File: src/rtl/lpm_pkg.sv
package lpm_pkg;

  localparam int GRP_W  = 4;
  localparam int SUB_W  = 7;
  localparam int CODE_W = GRP_W + SUB_W;
  localparam int FLD_W  = (GRP_W > SUB_W) ? GRP_W : SUB_W;

  typedef struct packed {
    logic [GRP_W-1:0] grp;
    logic [SUB_W-1:0] sub;
  } code_t;

  // x strictly exceeds y when x holds a set bit that y lacks (thermometer form)
  function automatic logic therm_gt(input logic [FLD_W-1:0] x, input logic [FLD_W-1:0] y);
    return |(x & ~y);
  endfunction

endpackage

File: src/rtl/lpm_sel_node.sv
module lpm_sel_node
  import lpm_pkg::*;
#(
  parameter int IDX_W = 4
) (
  input  code_t            a_code,
  input  code_t            b_code,
  input  logic [IDX_W-1:0] a_idx,
  input  logic [IDX_W-1:0] b_idx,
  output code_t            y_code,
  output logic [IDX_W-1:0] y_idx,
  output logic             grp_gt,
  output logic             grp_lt,
  output logic             sub_gt,
  output logic             sub_lt
);

  logic take_b;

  always_comb begin
    grp_gt = therm_gt(FLD_W'(a_code.grp), FLD_W'(b_code.grp));
    grp_lt = therm_gt(FLD_W'(b_code.grp), FLD_W'(a_code.grp));
    sub_gt = therm_gt(FLD_W'(a_code.sub), FLD_W'(b_code.sub));
    sub_lt = therm_gt(FLD_W'(b_code.sub), FLD_W'(a_code.sub));
    // b only replaces a when strictly better; equal codes keep the lower entry
    take_b = grp_lt | (~grp_gt & sub_lt);
    y_code = take_b ? b_code : a_code;
    y_idx  = take_b ? b_idx  : a_idx;
  end

endmodule

File: src/rtl/lpm_pipe_slot.sv
module lpm_pipe_slot
  import lpm_pkg::*;
#(
  parameter int IDX_W = 4
) (
  input  logic             clk,
  input  logic             rst_n,
  input  logic             en,
  input  code_t            d_code,
  input  logic [IDX_W-1:0] d_idx,
  output code_t            q_code,
  output logic [IDX_W-1:0] q_idx
);

  always_ff @(posedge clk or negedge rst_n) begin
    if (!rst_n) begin
      q_code <= '0;
      q_idx  <= '0;
    end else if (en) begin
      q_code <= d_code;
      q_idx  <= d_idx;
    end
  end

endmodule

File: src/rtl/lpm_max_tree.sv
module lpm_max_tree
  import lpm_pkg::*;
#(
  parameter int N_ENTRIES        = 16,
  parameter int LEVELS_PER_STAGE = 1,
  localparam int IDX_W = (N_ENTRIES > 1) ? $clog2(N_ENTRIES) : 1
) (
  input  logic                          clk,
  input  logic                          rst_n,
  input  logic                          in_valid,
  input  logic [N_ENTRIES*CODE_W-1:0]   in_codes,
  output logic                          out_valid,
  output logic [CODE_W-1:0]             out_code,
  output logic [IDX_W-1:0]              out_index,
  output logic                          out_nomatch
);

  localparam int LEVELS = $clog2(N_ENTRIES);
  localparam int NODES  = 2 * N_ENTRIES - 1;

  // Tree storage: level l occupies [2N - (2N >> l) +: N >> l]
  code_t            t_code [NODES];
  logic [IDX_W-1:0] t_idx  [NODES];
  logic             lv_vld [LEVELS+1];

  // One flag per compare node: a field reported both greater and less
  logic [N_ENTRIES-2:0] node_conflict;

  for (genvar i = 0; i < N_ENTRIES; i++) begin : g_leaf
    assign t_code[i] = code_t'(in_codes[i*CODE_W +: CODE_W]);
    assign t_idx[i]  = IDX_W'(i);
  end

  assign lv_vld[0] = in_valid;

  for (genvar l = 1; l <= LEVELS; l++) begin : g_lvl
    localparam int  W      = N_ENTRIES >> l;
    localparam int  BASE_I = 2 * N_ENTRIES - ((2 * N_ENTRIES) >> (l - 1));
    localparam int  BASE_O = 2 * N_ENTRIES - ((2 * N_ENTRIES) >> l);
    localparam bit  IS_REG = ((l % LEVELS_PER_STAGE) == 0) || (l == LEVELS);

    if (IS_REG) begin : g_vreg
      always_ff @(posedge clk or negedge rst_n) begin
        if (!rst_n) lv_vld[l] <= 1'b0;
        else        lv_vld[l] <= lv_vld[l-1];
      end
    end else begin : g_vwire
      assign lv_vld[l] = lv_vld[l-1];
    end

    for (genvar i = 0; i < W; i++) begin : g_node
      code_t            n_code;
      logic [IDX_W-1:0] n_idx;
      logic             n_ggt, n_glt, n_sgt, n_slt;

      lpm_sel_node #(.IDX_W(IDX_W)) u_node (
        .a_code (t_code[BASE_I + 2*i]),
        .b_code (t_code[BASE_I + 2*i + 1]),
        .a_idx  (t_idx[BASE_I + 2*i]),
        .b_idx  (t_idx[BASE_I + 2*i + 1]),
        .y_code (n_code),
        .y_idx  (n_idx),
        .grp_gt (n_ggt),
        .grp_lt (n_glt),
        .sub_gt (n_sgt),
        .sub_lt (n_slt)
      );

      assign node_conflict[BASE_O - N_ENTRIES + i] = (n_ggt & n_glt) | (n_sgt & n_slt);

      if (IS_REG) begin : g_reg
        lpm_pipe_slot #(.IDX_W(IDX_W)) u_slot (
          .clk    (clk),
          .rst_n  (rst_n),
          .en     (lv_vld[l-1]),
          .d_code (n_code),
          .d_idx  (n_idx),
          .q_code (t_code[BASE_O + i]),
          .q_idx  (t_idx[BASE_O + i])
        );
      end else begin : g_wire
        assign t_code[BASE_O + i] = n_code;
        assign t_idx[BASE_O + i]  = n_idx;
      end
    end
  end

  assign out_valid   = lv_vld[LEVELS];
  assign out_code    = t_code[NODES-1];
  assign out_index   = t_idx[NODES-1];
  assign out_nomatch = ~|t_code[NODES-1];

endmodule

File: config.mk
export PLATFORM = sky130hd
export DESIGN_NAME = lpm_max_tree
export DESIGN_NICKNAME = d
export VERILOG_FILES = /design/src/rtl/lpm_pkg.sv /design/src/rtl/lpm_sel_node.sv /design/src/rtl/lpm_pipe_slot.sv /design/src/rtl/lpm_max_tree.sv
export SDC_FILE = /design/constraint.sdc
export NUM_CORES = 1
export LEC_CHECK = 0
export BUFFER_PORTS_ARGS = -buffer_cell sky130_fd_sc_hd__buf_4
export CORE_MARGIN = 2
export CORE_UTILIZATION = 46
export DETAILED_ROUTE_END_ITERATION = 8
export GPL_TIMING_DRIVEN = 0
export PLACE_DENSITY = 0.66
export RECOVER_POWER = 50
export SLEW_MARGIN = 20
export SYNTH_ARGS = -nofsm -noshare
export SYNTH_HDL_FRONTEND = slang
export SYNTH_SLANG_ARGS = --single-unit
export TNS_END_PERCENT = 1
File: constraint.sdc
create_clock -name clk -period 1.8 [get_ports clk]
set_input_delay 0.09 -clock clk [delete_from_list [all_inputs] [get_ports clk]]
set_output_delay 0.09 -clock clk [all_outputs]
set_load 0.02 [all_outputs]
==> results of run 1 <==
[repair_timing]
item / 4_1_cts / 5_1_grt
gates resized for setup: 4 / 39
buffers inserted: 0 / 0
setup endpoints to repair: 8 / 91
endpoints found under the hold margin: 151 / 0
pin swaps: 0 / 1
hold buffers: 176 / 0
[tightest hold or removal path, cell delays in order]
cell and delay [ns]:
buf_4 0.09, a21oi_1 0.10, a21oi_1 0.14
[kinds of logic (layout without fill, tap and decap cells)]
group,after synthesis,count (layout),share of synthesized area
compound gates,492,492,0.296
buf+inv,232,637,0.0784
flops,200,200,0.413
mux,1,1,0.000928
simple gates,480,480,0.212
[power by group]
group | internal [uW] | switching [uW]
combinational | 2680 | 3270
clock | 2120 | 1830
sequential | 5420 | 972
[layer usage]
layer / up-vias / global-route usage / share of wire
met5: - / 0 / 0
met4: 0 / 0.103 / 0.032
met3: 102 / 0.0386 / 0.055
met2: 519 / 0.486 / 0.47
met1: 6204 / 0.414 / 0.44
li1: 6093 / - / -
[worst min path at each step]
stage	to	slack, ns	from
final	g_lvl[1].g_node[4].g_reg.u_slot.q_code[10]	0.03	in_codes[98]
after global routing	g_lvl[1].g_node[4].g_reg.u_slot.q_code[10]	0.04	in_codes[98]
after CTS	g_lvl[1].g_node[4].g_reg.u_slot.q_code[10]	0.03	in_codes[98]
after detailed placement	g_lvl[1].g_node[3].g_reg.u_slot.q_code[3]	0.06	rst_n
after global placement	lv_vld[3]	0.24	in_valid
after floorplan	g_lvl[1].g_node[0].g_reg.u_slot.q_code[0]	-0.21	rst_n
[per-stage QoR]
stage                      util  instances  area (um2)
after global placement    0.539       1935       14000
after global routing      0.636       2145       16500
after CTS                 0.633       2145       16400
final                     0.636       2145       16500
after detailed placement  0.542       1937       14100
after floorplan               -       1405       12100
[layout make-up]
class | count | area (um2)
tap | 335 | 419
fill | 2205 | 9460
clock inverter | 14 | 158
multi-input combinational | 973 | 6280
buffer | 120 | 556
clock buffer | 18 | 439
sequential | 200 | 5010
timing repair buffer | 373 | 3240
inverter | 112 | 420
[cells in the mapped netlist (2+ instances only)]
master,count,area share
o41ai_2,12,0.016
o21ai_1,10,0.0041
buf_4,2,0.0012
o22a_1,27,0.019
o21a_1,25,0.015
a21oi_1,43,0.018
buf_1,19,0.0059
o31a_1,20,0.014
dfrtp_1,200,0.41
o41ai_1,10,0.0072
o22ai_1,6,0.0031
o221ai_1,14,0.010
o2111ai_1,16,0.012
a22oi_1,13,0.0080
or2b_1,3,0.0019
o31ai_1,116,0.072
o21ai_0,21,0.0087
buf_2,30,0.012
nand4_1,124,0.064
clkbuf_1,64,0.020
nand2_1,23,0.0071
a41oi_1,9,0.0065
inv_1,112,0.035
nor3_1,4,0.0017
nand2b_1,79,0.041
a222oi_1,3,0.0025
nor4_1,16,0.0083
nor4_2,2,0.0021
nor2_1,153,0.047
o211ai_1,11,0.0068
buf_6,3,0.0028
o31a_2,2,0.0017
nor2b_1,74,0.038
a31oi_1,130,0.067
[state kept, by name, summed over array words and instances (netlist names)]
register	cells
g_lvl.g_node.g_reg.u_slot.q_idx	31
lv_vld	3
g_lvl.g_node.g_reg.u_slot.q_code	165
out_valid	1
==> metrics.txt, run 1 <==
DRC 0; Max-Cap Viols 0; Period minus WS final between 1.5 and 2 ns; Post-synth top flop dfrtp_1; Final Worst Setup Slack -0.0256 ns; routed length per instance about 19 um; First-pass DRT Iterations 5; register bit total from synthesis 200; area grow syn2layout 36.2%; Pwr per Cell Area between 900 and 1000 nW/um2; via count approximately 13000; TritonCTS Buffers 17; worst-path cell chain nor2b_1, nor4_2, o21a_1, buf_6, buf_8, o41ai_2, o22a_1; antenna violations before repair 0; RSZ-0062 raised after global routing yes; synth warn 0; clock root buffer clkbuf_16; Core Area roughly 26000 um2; clk sinks 200; most frequent cells in the layout 199 x dfrtp_1, 192 x buf_4, 176 x dlygate4sd3_1; Post-Syn Area ~12000 um2; CP max-delay cell dfrtp_1; R2R Path Start g_lvl[2].g_node[0].g_reg.u_slot.q_code[10]; nets@finish just under 2000; hold-critical path depth 3; CTS tree yes; Die Footprint ~28000 um2; Horiz. Die Dim 166 um; GRT Util Overall 0.299; Bufs on Longest Clock Path 2; RR Endpoint g_lvl[3].g_node[0].g_reg.u_slot.q_code[5]; crit path from g_lvl[2].g_node[0].g_reg.u_slot.q_code[10]; type of the most critical hold path input pin to flop; CP Capture Point g_lvl[3].g_node[0].g_reg.u_slot.q_code[5]; asr flop ratio synth 1.00; status finished with violations; routed wire length approximately 42 mm; most common cell after layout, fill and taps aside dfrtp_1; GPL Wtd Cong just over 0.9; 1st-iter DRT viols roughly 1100; pre-CTS setup slack -0.118 ns; global-route wire length before repair between 60 and 70 mm; Power, Total around 16000 uW; largest net degree at the start of global routing 80; Worst setup SP type flop; Crit path required time ~2.1 ns; Max Freq about 550 MHz; Critical Path AT 2.16 ns; final hold viol count 0; Crit path depth 7; violations in the final reports negative setup slack; register area share after synthesis 0.413; Top delay family on crit path simple AND/OR/NAND/NOR gates; Slowest Stage Delay on Critical Path 0.42 ns; layout cells sized above 1 0.171; Final Cycle Share 1.01; clock transition at the registers of the reported paths around 0.07 ns; Leakage slightly below 0.007 uW; Synth cell types 43; Syn Inst Count approximately 1400; Avg Cell Area, Syn between 8 and 9 um2; I/O pin cnt approximately 200; clock latency at the later pin of the worst-skew pair 0.45 ns; worst vdd ir just under 1 mV; PortBufs between 150 and 200; vias in the first global route between 10000 and 15000; Die Y about 170 um; Via density ~6; Crit Path Max Fanout 10; clk_skew 0.0109 ns; setup_tns -0.102 ns; EDFF count, synth 0; Worst Setup End Kind flop; worst slew pin tran 1.02 ns; GRT Residual Overflow 0; floorplan row count just under 60; antenna-violating nets left 0; H-tree levels 4; ANT cells 0; Mapped Nets around 1600; reg2reg setup slack -0.03 ns; final setup fails 6; reg2reg path depth 7; Relative slew margins 0.323; Slew Viols, Final 0; post-DP HPWL 28.8 mm; worst setup path category flop to flop; Min Hold Slack between 0.02 and 0.03 ns; Initial Utilization 0.467; CP Buf/Inv Count 2
Power figures use the tool's default switching activity.
==> inputs of run 2 (changes only) <==
Settings changed: CORE_MARGIN 2 to 1, SETUP_SLACK_MARGIN from default to 0.2.
==> run 2 against run 1 <==
- the run still ends with negative setup slack left
- clock skew hardly changed
- clock-buffer cell count grew 3
- global-route usage increased by 0.92 points
- sequential power rose by 0.8%
- critical path type unchanged
- setup slack improved by 0.022 ns
- combinational power is 16% higher
- register-to-register slack better by 0.02 ns
- die area fell by 2.4%
- flip-flop and latch count did not move
- critical path depth unchanged
- hold slack lost 0.019 ns
- routed wire length rose by 3.6%
==> metrics.txt, run 2 (synthesized netlist as in run 1, its figures left out) <==
status finished with violations; violations in the final reports negative setup slack; Via density approximately 6.1; floorplan row count just under 60; sw frac 0.379; Reg power frac 0.374; Initial Utilization 0.467; # fillers roughly 2100; clock transition at the registers of the reported paths ~0.070 ns; Pwr per Cell Area 986 nW/um2; M1 WL between 15 and 20 mm; Slew Viols, Final 0; type of the most critical hold path input pin to flop; routed wire length ~43 mm; First-pass DRT Iterations 5; Critical Path AT 2.19 ns; Relative slew margins 0.364; final setup fails 2; worst slew pin tran ~0.95 ns; I/O pin cnt approximately 200; Min Hold Slack 0.00789 ns; Psw between 6000 and 7000 uW; GPL Wtd Cong ~0.94; DR WL met2 between 20 and 25 mm; TritonCTS Buffers 17; Clk pwr share 0.224; clk sinks 200; Final Cycle Share 1.00; PortBufs roughly 200; post-DP HPWL around 28 mm; area grow syn2layout 43.8%; Non-Filler Instances around 2200; DR WL met3 around 2.6 mm; DRC 0; GRT Util Overall 0.308; Core Area roughly 26000 um2; Top Layer Used met4; Crit path required time ~2.2 ns; Bufs on Longest Clock Path 2; Max-Cap Viols 0; most common cell after layout, fill and taps aside buf_4; Leakage 0.00715 uW; Die Y 164 um; layout cells sized above 1 0.225; Slowest Stage Delay on Critical Path between 0.4 and 0.5 ns; via count roughly 13000; routed length per instance about 20 um; Period minus WS final approximately 1.8 ns; Worst Setup End Kind flop; final hold viol count 0; vias in the first global route approximately 12000; worst-path cell chain nand2b_4, o2111ai_2, o21a_1, buf_6, buf_8, o41ai_2, o22a_1; max FFs per register around 170; ANT cells 0; placed cell count around 1900; cell internal pwr ~11000 uW; largest registers g_lvl.g_node.g_reg.u_slot.q_code (165), g_lvl.g_node.g_reg.u_slot.q_idx (31), lv_vld (3); Combinational Power Share 0.402; clock latency at the later pin of the worst-skew pair ~0.45 ns; GRT Residual Overflow 0; clk_skew between 0.01 and 0.015 ns; clock root buffer clkbuf_16; Power, Total about 17000 uW; RSZ-0062 raised after global routing yes; CP max-delay cell dfrtp_1; Max Freq 554 MHz; worst setup path category flop to flop; Die Footprint 27000 um2; Worst setup SP type flop; worst vdd ir roughly 0.88 mV; 1st-iter DRT viols about 1500; Crit Path Max Fanout 5; CP Buf/Inv Count 2; antenna violations before repair 0; largest net degree at the start of global routing between 90 and 100; H-tree levels 4; Horiz. Die Dim between 150 and 200 um; Final Worst Setup Slack -0.00347 ns; antenna-violating nets left 0; nets@finish about 2000; Biggest register g_lvl.g_node.g_reg.u_slot.q_code; most frequent cells in the layout 207 x buf_4, 189 x dfrtp_1, 174 x dlygate4sd3_1; CTS tree yes; global-route wire length before repair roughly 65 mm; Top delay family on crit path compound AO/OA/AOI/OAI gates
## run 2: what timing repair did
action,in CTS,in global routing
pin swaps,4,85
cloned,0,2
buffers inserted,7,12
setup endpoints to repair,88,189
hold buffers,175,0
gates resized for setup,13,249
endpoints found under the hold margin,196,0
## run 2: area by class of cell
cell class,instances,area (um2),share of cell area
multi-input combinational,973,6950,0.398
clock inverter,9,118,0.00674
tap,335,419,0.0240
timing repair buffer,393,3390,0.194
clock buffer,21,460,0.0264
inverter,112,420,0.0241
sequential,200,5020,0.288
buffer,120,668,0.0383
## run 2: tightest hold or removal path, cell delays in order
cell and delay (ns):
buf_4 0.10, a21oi_1 0.07, a21oi_1 0.14
## run 2: stage by stage
step,util,TNS [ns],instance area (um2),setup slack [ns]
global placement,0.539,-137.57,14000,-0.711
finish,0.671,-0.00606,17400,-0.00347
global route,0.671,-0.376,17400,-0.0539
CTS,0.636,0,16500,0.0550
detailed placement,0.542,-0.214,14100,-0.130
floorplan,-,0,12100,0.228
## run 2: final timing paths
check,startpoint,to,slack (ns),depth (start not counted)
worst max-delay path,g_lvl[2].g_node[0].g_reg.u_slot.q_code[0],g_lvl[3].g_node[0].g_reg.u_slot.q_code[5],-0.003,7
worst min-delay path,in_codes[164],g_lvl[1].g_node[7].g_reg.u_slot.q_code[10],0.008,3
worst max register to register,g_lvl[2].g_node[0].g_reg.u_slot.q_code[0],g_lvl[3].g_node[0].g_reg.u_slot.q_code[5],-0.003,7
worst min register to register,lv_vld[2],lv_vld[1],0.46,0
max in group asynchronous,rst_n,g_lvl[1].g_node[5].g_reg.u_slot.q_code[0],0.54,4
min in group asynchronous,rst_n,g_lvl[1].g_node[3].g_reg.u_slot.q_code[0],0.13,2
## run 2: layer usage
metal,up-vias,GRT usage
met4,0,0.0959
met5,-,0
li1,6132,-
met2,590,0.495
met3,106,0.0437
met1,6451,0.431
## run 2: power groups by stage
stage          Sequential (uW)  Clock (uW)  Combinational (uW)
3_5_place_dp              6430           0                5380
4_1_cts                   6340        3860                5900
6_report                  6440        3850                6900
3_3_place_gp              6410           0                5290
5_1_grt                   6530        4030                7460
2_1_floorplan             6220           0                3630
